$ cat src/rtl/vpc_pkg.sv
package vpc_pkg;
  localparam int unsigned CLS_LO     = 4;  // low bits below the priority class
  localparam int unsigned ERR_W      = 8;
  localparam int unsigned ERR_RX_ILL = 6;  // receive-illegal-vector error bit
endpackage

$ cat src/rtl/vpc_msb_find.sv
module vpc_msb_find #(
  parameter int unsigned N = 256,
  localparam int unsigned W = $clog2(N)
) (
  input  logic [N-1:0] vec_i,
  output logic [W-1:0] idx_o,
  output logic         any_o
);
  always_comb begin
    idx_o = '0;
    for (int i = 0; i < N; i++) begin
      if (vec_i[i]) idx_o = W'(i);
    end
    any_o = |vec_i;
  end
endmodule

$ cat src/rtl/vpc_isr_stack.sv
module vpc_isr_stack #(
  parameter int unsigned DEPTH = 16,
  parameter int unsigned VW    = 8,
  localparam int unsigned SPW  = $clog2(DEPTH + 1)
) (
  input  logic          clk_i,
  input  logic          rst_ni,
  input  logic          push_i,
  input  logic          pop_i,
  input  logic [VW-1:0] push_val_i,
  output logic [VW-1:0] top_o,
  output logic          ovf_o
);
  logic [VW-1:0]  stk_q [DEPTH];
  logic [SPW-1:0] sp_q;

  always_ff @(posedge clk_i or negedge rst_ni) begin
    if (!rst_ni) begin
      sp_q  <= '0;
      ovf_o <= 1'b0;
      for (int i = 0; i < DEPTH; i++) stk_q[i] <= '0;
    end else if (pop_i) begin
      if (sp_q != '0) sp_q <= sp_q - 1'b1;
    end else if (push_i) begin
      if (sp_q == SPW'(DEPTH)) begin
        ovf_o <= 1'b1;
      end else begin
        stk_q[sp_q[$clog2(DEPTH)-1:0]] <= push_val_i;
        sp_q <= sp_q + 1'b1;
      end
    end
  end

  assign top_o = (sp_q == '0) ? '0 : stk_q[sp_q[$clog2(DEPTH)-1:0] - 1'b1];

  a_r11_ovf_sticky: assert property (@(posedge clk_i) disable iff (!rst_ni)
    ovf_o |=> ovf_o);
  a_r11_sp_bound: assert property (@(posedge clk_i) disable iff (!rst_ni)
    sp_q <= SPW'(DEPTH));
endmodule

$ cat src/rtl/vec_prio_ctrl.sv
module vec_prio_ctrl
  import vpc_pkg::*;
#(
  parameter int unsigned NVEC      = 256,
  parameter int unsigned STK_DEPTH = 16,
  localparam int unsigned VW       = $clog2(NVEC),
  localparam int unsigned MIN_VEC  = 1 << CLS_LO
) (
  input  logic             clk_i,
  input  logic             rst_ni,
  input  logic             sw_en_i,
  input  logic             req_valid_i,
  input  logic [VW-1:0]    req_vec_i,
  input  logic             req_level_i,
  input  logic             tpr_we_i,
  input  logic [VW-1:0]    tpr_i,
  input  logic             ack_i,
  input  logic             eoi_i,
  input  logic             err_commit_i,
  output logic             pend_o,
  output logic [VW-1:0]    pend_vec_o,
  output logic             pend_level_o,
  output logic [VW-1:0]    ppr_o,
  output logic [ERR_W-1:0] err_o,
  output logic             isr_ovf_o
);
  logic [NVEC-1:0]  irr_q, isr_q, tmr_q;
  logic [VW-1:0]    tpr_q, irr_top, isr_top, stk_top;
  logic             irr_any, isr_any;
  logic [ERR_W-1:0] err_pend_q, err_new;
  logic             req_ok, req_ill, accept, eoi_do;

  vpc_msb_find #(.N(NVEC)) u_irr_find (.vec_i(irr_q), .idx_o(irr_top), .any_o(irr_any));
  vpc_msb_find #(.N(NVEC)) u_isr_find (.vec_i(isr_q), .idx_o(isr_top), .any_o(isr_any));

  assign accept = ack_i && pend_o && !eoi_i;
  assign eoi_do = eoi_i && isr_any;

  vpc_isr_stack #(.DEPTH(STK_DEPTH), .VW(VW)) u_stack (
    .clk_i, .rst_ni,
    .push_i(accept), .pop_i(eoi_do), .push_val_i(pend_vec_o),
    .top_o(stk_top), .ovf_o(isr_ovf_o)
  );

  // processor priority: task priority unless the in-service class is higher
  always_comb begin
    if (tpr_q[VW-1:CLS_LO] >= stk_top[VW-1:CLS_LO]) ppr_o = tpr_q;
    else ppr_o = {stk_top[VW-1:CLS_LO], {CLS_LO{1'b0}}};
  end

  assign pend_o       = irr_any && (irr_top[VW-1:CLS_LO] > ppr_o[VW-1:CLS_LO]);
  assign pend_vec_o   = irr_top;
  assign pend_level_o = tmr_q[irr_top];

  assign req_ok  = req_valid_i && sw_en_i && (req_vec_i >= VW'(MIN_VEC));
  assign req_ill = req_valid_i && sw_en_i && (req_vec_i <  VW'(MIN_VEC));

  always_comb begin
    err_new = '0;
    err_new[ERR_RX_ILL] = req_ill;
  end

  always_ff @(posedge clk_i or negedge rst_ni) begin
    if (!rst_ni) begin
      irr_q <= '0;
      isr_q <= '0;
      tmr_q <= '0;
      tpr_q <= '0;
    end else begin
      if (tpr_we_i) tpr_q <= tpr_i;
      if (accept) begin
        irr_q[pend_vec_o] <= 1'b0;
        isr_q[pend_vec_o] <= 1'b1;
      end
      if (eoi_do) isr_q[isr_top] <= 1'b0;
      if (req_ok) begin
        irr_q[req_vec_i] <= 1'b1;
        tmr_q[req_vec_i] <= req_level_i;
      end
    end
  end

  always_ff @(posedge clk_i or negedge rst_ni) begin
    if (!rst_ni) begin
      err_pend_q <= '0;
      err_o      <= '0;
    end else if (err_commit_i) begin
      err_o      <= err_pend_q;
      err_pend_q <= err_new;
    end else begin
      err_pend_q <= err_pend_q | err_new;
    end
  end

  a_r2_latch: assert property (@(posedge clk_i) disable iff (!rst_ni)
    req_ok |=> irr_q[$past(req_vec_i)]);
  a_r10_tmr: assert property (@(posedge clk_i) disable iff (!rst_ni)
    req_ok |=> tmr_q[$past(req_vec_i)] == $past(req_level_i));
  a_r3_illegal: assert property (@(posedge clk_i) disable iff (!rst_ni)
    (req_valid_i && sw_en_i && req_vec_i < VW'(MIN_VEC))
      |=> err_pend_q[ERR_RX_ILL] && ((irr_q & ~$past(irr_q)) == '0));
  a_r4_drop: assert property (@(posedge clk_i) disable iff (!rst_ni)
    (req_valid_i && !sw_en_i && !err_commit_i)
      |=> ((irr_q & ~$past(irr_q)) == '0) && $stable(err_pend_q));
  a_r7_accept: assert property (@(posedge clk_i) disable iff (!rst_ni)
    (ack_i && pend_o && !eoi_i) |=> isr_q[$past(pend_vec_o)]);
  a_r8_eoi_empty: assert property (@(posedge clk_i) disable iff (!rst_ni)
    (eoi_i && isr_q == '0) |=> isr_q == '0);
  a_r9_commit: assert property (@(posedge clk_i) disable iff (!rst_ni)
    err_commit_i |=> err_o == $past(err_pend_q));
endmodule

$ cat config.mk
export PLATFORM = sky130hd
export DESIGN_NAME = vec_prio_ctrl
export DESIGN_NICKNAME = d
export VERILOG_FILES = /design/src/rtl/vpc_pkg.sv /design/src/rtl/vpc_msb_find.sv /design/src/rtl/vpc_isr_stack.sv /design/src/rtl/vec_prio_ctrl.sv
export SDC_FILE = /design/constraint.sdc
export NUM_CORES = 2
export LEC_CHECK = 0
export ABC_AREA = 1
export BUFFER_PORTS_ARGS = -buffer_cell sky130_fd_sc_hd__buf_2
export CORE_MARGIN = 5
export CORE_UTILIZATION = 45
export CTS_CLUSTER_DIAMETER = 40
export DETAILED_ROUTE_END_ITERATION = 6
export PLACE_DENSITY = 0.71
export SLEW_MARGIN = 20
export SYNTH_ARGS = -nofsm -noshare
export SYNTH_HDL_FRONTEND = slang
export SYNTH_SLANG_ARGS = --single-unit
$ cat constraint.sdc
create_clock -name clk_i -period 38.9 [get_ports clk_i]
set_input_delay 7.78 -clock clk_i [delete_from_list [all_inputs] [get_ports clk_i]]
set_output_delay 7.78 -clock clk_i [all_outputs]
set_load 0.1 [all_outputs]
==> results.md <==
* Outcome: complete, but fails checks
* Failing checks: DRC
* Most common cell after layout, fill and taps aside: nand2_1
* Max Slew Vio Count at 0
* Largest net degree at the start of global routing at 162
* Synthesis-to-finish area growth at 13.85%
* FF-to-FF setup slack at 22.27 ns
* Worst r2r dst: irr_q[38]
* Initial core utilization at 0.4513
* Max Root-Sink Buffers at 3
* Reg2Reg Depth at 260
* Setup TNS at 0 ns
* Reg clk slew, reported paths at 0.05 ns
* H-tree levels at 4
* Top post-synthesis cells by area: dfrtp_1 (49%), nand2_1 (17%), o21ai_0 (6.5%)
* Layout cells sized above 1 at 0.07446
* Highest clock rate at slightly above 0.04 GHz
* CTS buffer count at 130
* Crit path time final at approximately 24 ns
* Post-DRT Antenna Nets at 0
* Commonest cells after routing, fill and taps aside: nand2_1 (1942), dfrtp_1 (848), inv_1 (630), o21ai_0 (563), nor2_1 (534)
* Hold buffer count at cts at 0
* Vias at around 41000
* Crit path DAT at ~17 ns
* CP Class: flip-flop to output port
* GRT Util Overall at 0.2897
* Synthesis-stage register bit count at ~850
* Crit path largest cell delay at roughly 0.65 ns
* CTS sink cnt at ~850
* Final setup viols at 0
* Final hold violation count at 0
* First-pass GRT wire length at approximately 230 mm
* CP Capture Point: pend_level_o
* Psw at about 0.0018 W
* Die area at around 0.10 mm^2
* Max_cap viols at 0
* NumNets Final at slightly below 6000
* Power Density at roughly 78 mW/mm^2
* Mapped cell area at roughly 0.043 mm^2
* WL per Instance at ~21 um
* Critical Path Source: irr_q[1]
* Clock share of power at 0.312
* Worst hold path class: flip-flop to flip-flop
* CTS tree: built
* Clock Latency Late Sink at between 0.7 and 0.8 ns
* Crit end category: output port
* Initial antenna violation count at 4
* Via/cell ratio at 5.651
* Worst Tran Pin Value at roughly 1.3 ns
* Final GP Congestion at just over 0.9
* Crit-path max FO at a little under 60
* Root Buffer Master: clkbuf_16
* Pre-Repair DR Iteration Count at 7
* Mapped Cells at 5910
* Sequential power share at 0.268
* Post-synthesis cell type count at 50
* Die X at 320.5 um
* Synth top area share at 0.4891
* Cell mode on critical path: nand2_1
* Port Buffers at 44
* Peak supply drop at about 190 uV
* Skew final at ~0.046 ns
* Combinational power share at 0.420
* Top_reg_cell synth: dfrtp_1
* Internal power at 0.002005 W
* Post-CTS Resized at 0
* IO Count at 52
* Gr ovfl total at 0
* Max stage delay cell, worst path: nand2_4
* # Post-CTS Setup Buffers at 0
* EDFF count, synth at 0
* RR Startpoint: irr_q[1]
* DR iter-0 viols at 5219
* Wirelength, routed at 151.8 mm
* Post-synthesis sequential area ratio at 0.4891
* Synth Warn # at 0
* Tcrit/Tclk final at 0.6284
* Residual DRC at 4
* Net Sw Frac at 0.4765
* Core area at just under 0.1 mm^2
* Static leakage at ~25 nW
* FFs w/ async S/R, synth at 1.000
* Max-slew headroom at 0.1557
* Worst EP required at 31.12 ns
* Unrepaired setup endpoints after global routing: false
* Avg Inst Size Synth at approximately 7.3 um^2
* Vias in the first global route at between 30000 and 40000
* Area leader, netlist: dfrtp_1
* Post-DP HPWL at around 93 mm
* Post-layout util at 0.5138
* Std cell rows at 114
* Die Y at between 300 and 400 um
* Type of origin of the critical path: flip-flop
## worst min-delay path by stage
stage	start	to	slack, ns	depth (start not counted)
after CTS	tmr_q[0]	tmr_q[0]	0.38	0
after global routing	tmr_q[6]	tmr_q[6]	0.38	0
after global placement	tmr_q[8]	tmr_q[8]	0.36	0
after detailed placement	tmr_q[0]	tmr_q[0]	0.37	0
after floorplan	tmr_q[0]	tmr_q[0]	0.43	1
final	tmr_q[0]	tmr_q[0]	0.38	0
## flip-flops by register name, indices dropped and copies added (netlist names)
register	count
irr_q	256
err_o	1
tmr_q	256
u_stack.ovf_o	1
err_pend_q	1
u_stack.stk_q	64
u_stack.sp_q	5
tpr_q	8
isr_q	256
## per-layer routing
layer,track usage,part of all wire
met1,0.3886,0.40
met2,0.4475,0.44
met3,0.05723,0.10
met4,0.1525,0.064
met5,0,0
## worst max-delay path: cells and delay by family (launching register included)
family	cells	cell delay, ns
AO/OA/AOI/OAI	1	0.08
buffers and inverters	1	0.50
flip-flops	1	0.39
AND/OR/NAND/NOR	264	14.98
## power by group through the flow
stage | clock network [W] | registers (W) | logic (W)
finish | 0.00119 | 0.00103 | 0.00161
global route | 0.00124 | 0.00104 | 0.00169
CTS | 0.00120 | 0.00102 | 0.00156
detailed placement | 0 | 0.00104 | 0.00156
global placement | 0 | 0.00104 | 0.00154
floorplan | 0 | 0.00103 | 0.00100
## through the flow
| stage | hold slack, ns | power [W] | instance area [um^2] | std cells | setup slack (ns) |
|---|---|---|---|---|---|
| after floorplan | 0.4294 | 0.002028 | 43410 | 5916 | 18.20 |
| after global placement | 0.3650 | 0.002574 | 44880 | 7050 | 14.70 |
| after detailed placement | 0.3656 | 0.002594 | 44900 | 7050 | 15.37 |
| after CTS | 0.3774 | 0.003788 | 49340 | 7279 | 14.52 |
| after global routing | 0.3841 | 0.003973 | 49400 | 7279 | 11.73 |
| final | 0.3755 | 0.003831 | 49400 | 7280 | 14.46 |
## logic make-up (layout without fill, tap and decap cells)
group	count (synthesis)	after routing	share of synthesized area
adders and majority gates	17	17	0.005075
muxes	7	7	0.001817
buffers and inverters	917	1004	0.08218
AOI/OAI and AO/OA	1223	1223	0.1516
xor gates and xnor gates	7	7	0.001413
and+or+nand+nor	2890	2890	0.2688
DFF	848	848	0.4891
other	1	8	0.00008642
## cell usage after synthesis (15+ instances only)
library cell	number
inv_2	16
nand3_1	189
a31oi_1	15
a21boi_0	28
nor3_1	16
nor2_1	566
nand4_1	84
clkbuf_1	204
ha_1	16
nand3b_1	45
a21oi_1	336
dfrtp_1	848
o21ai_0	563
o21bai_1	16
o21ai_1	138
nand2_1	1950
inv_1	632
a21boi_1	97
buf_2	37
## area by class of cell
type / count / area [um^2]
Fill cell: 9134 / 46740
Sequential cell: 848 / 21220
Multi-Input combinational cell: 4151 / 18840
Clock buffer: 157 / 3546
Inverter: 654 / 2465
Tap cell: 1276 / 1597
Clock inverter: 72 / 898.4
Timing Repair Buffer: 121 / 828.3
Antenna cell: 1 / 2.502
(Power assumes the default switching activity.)
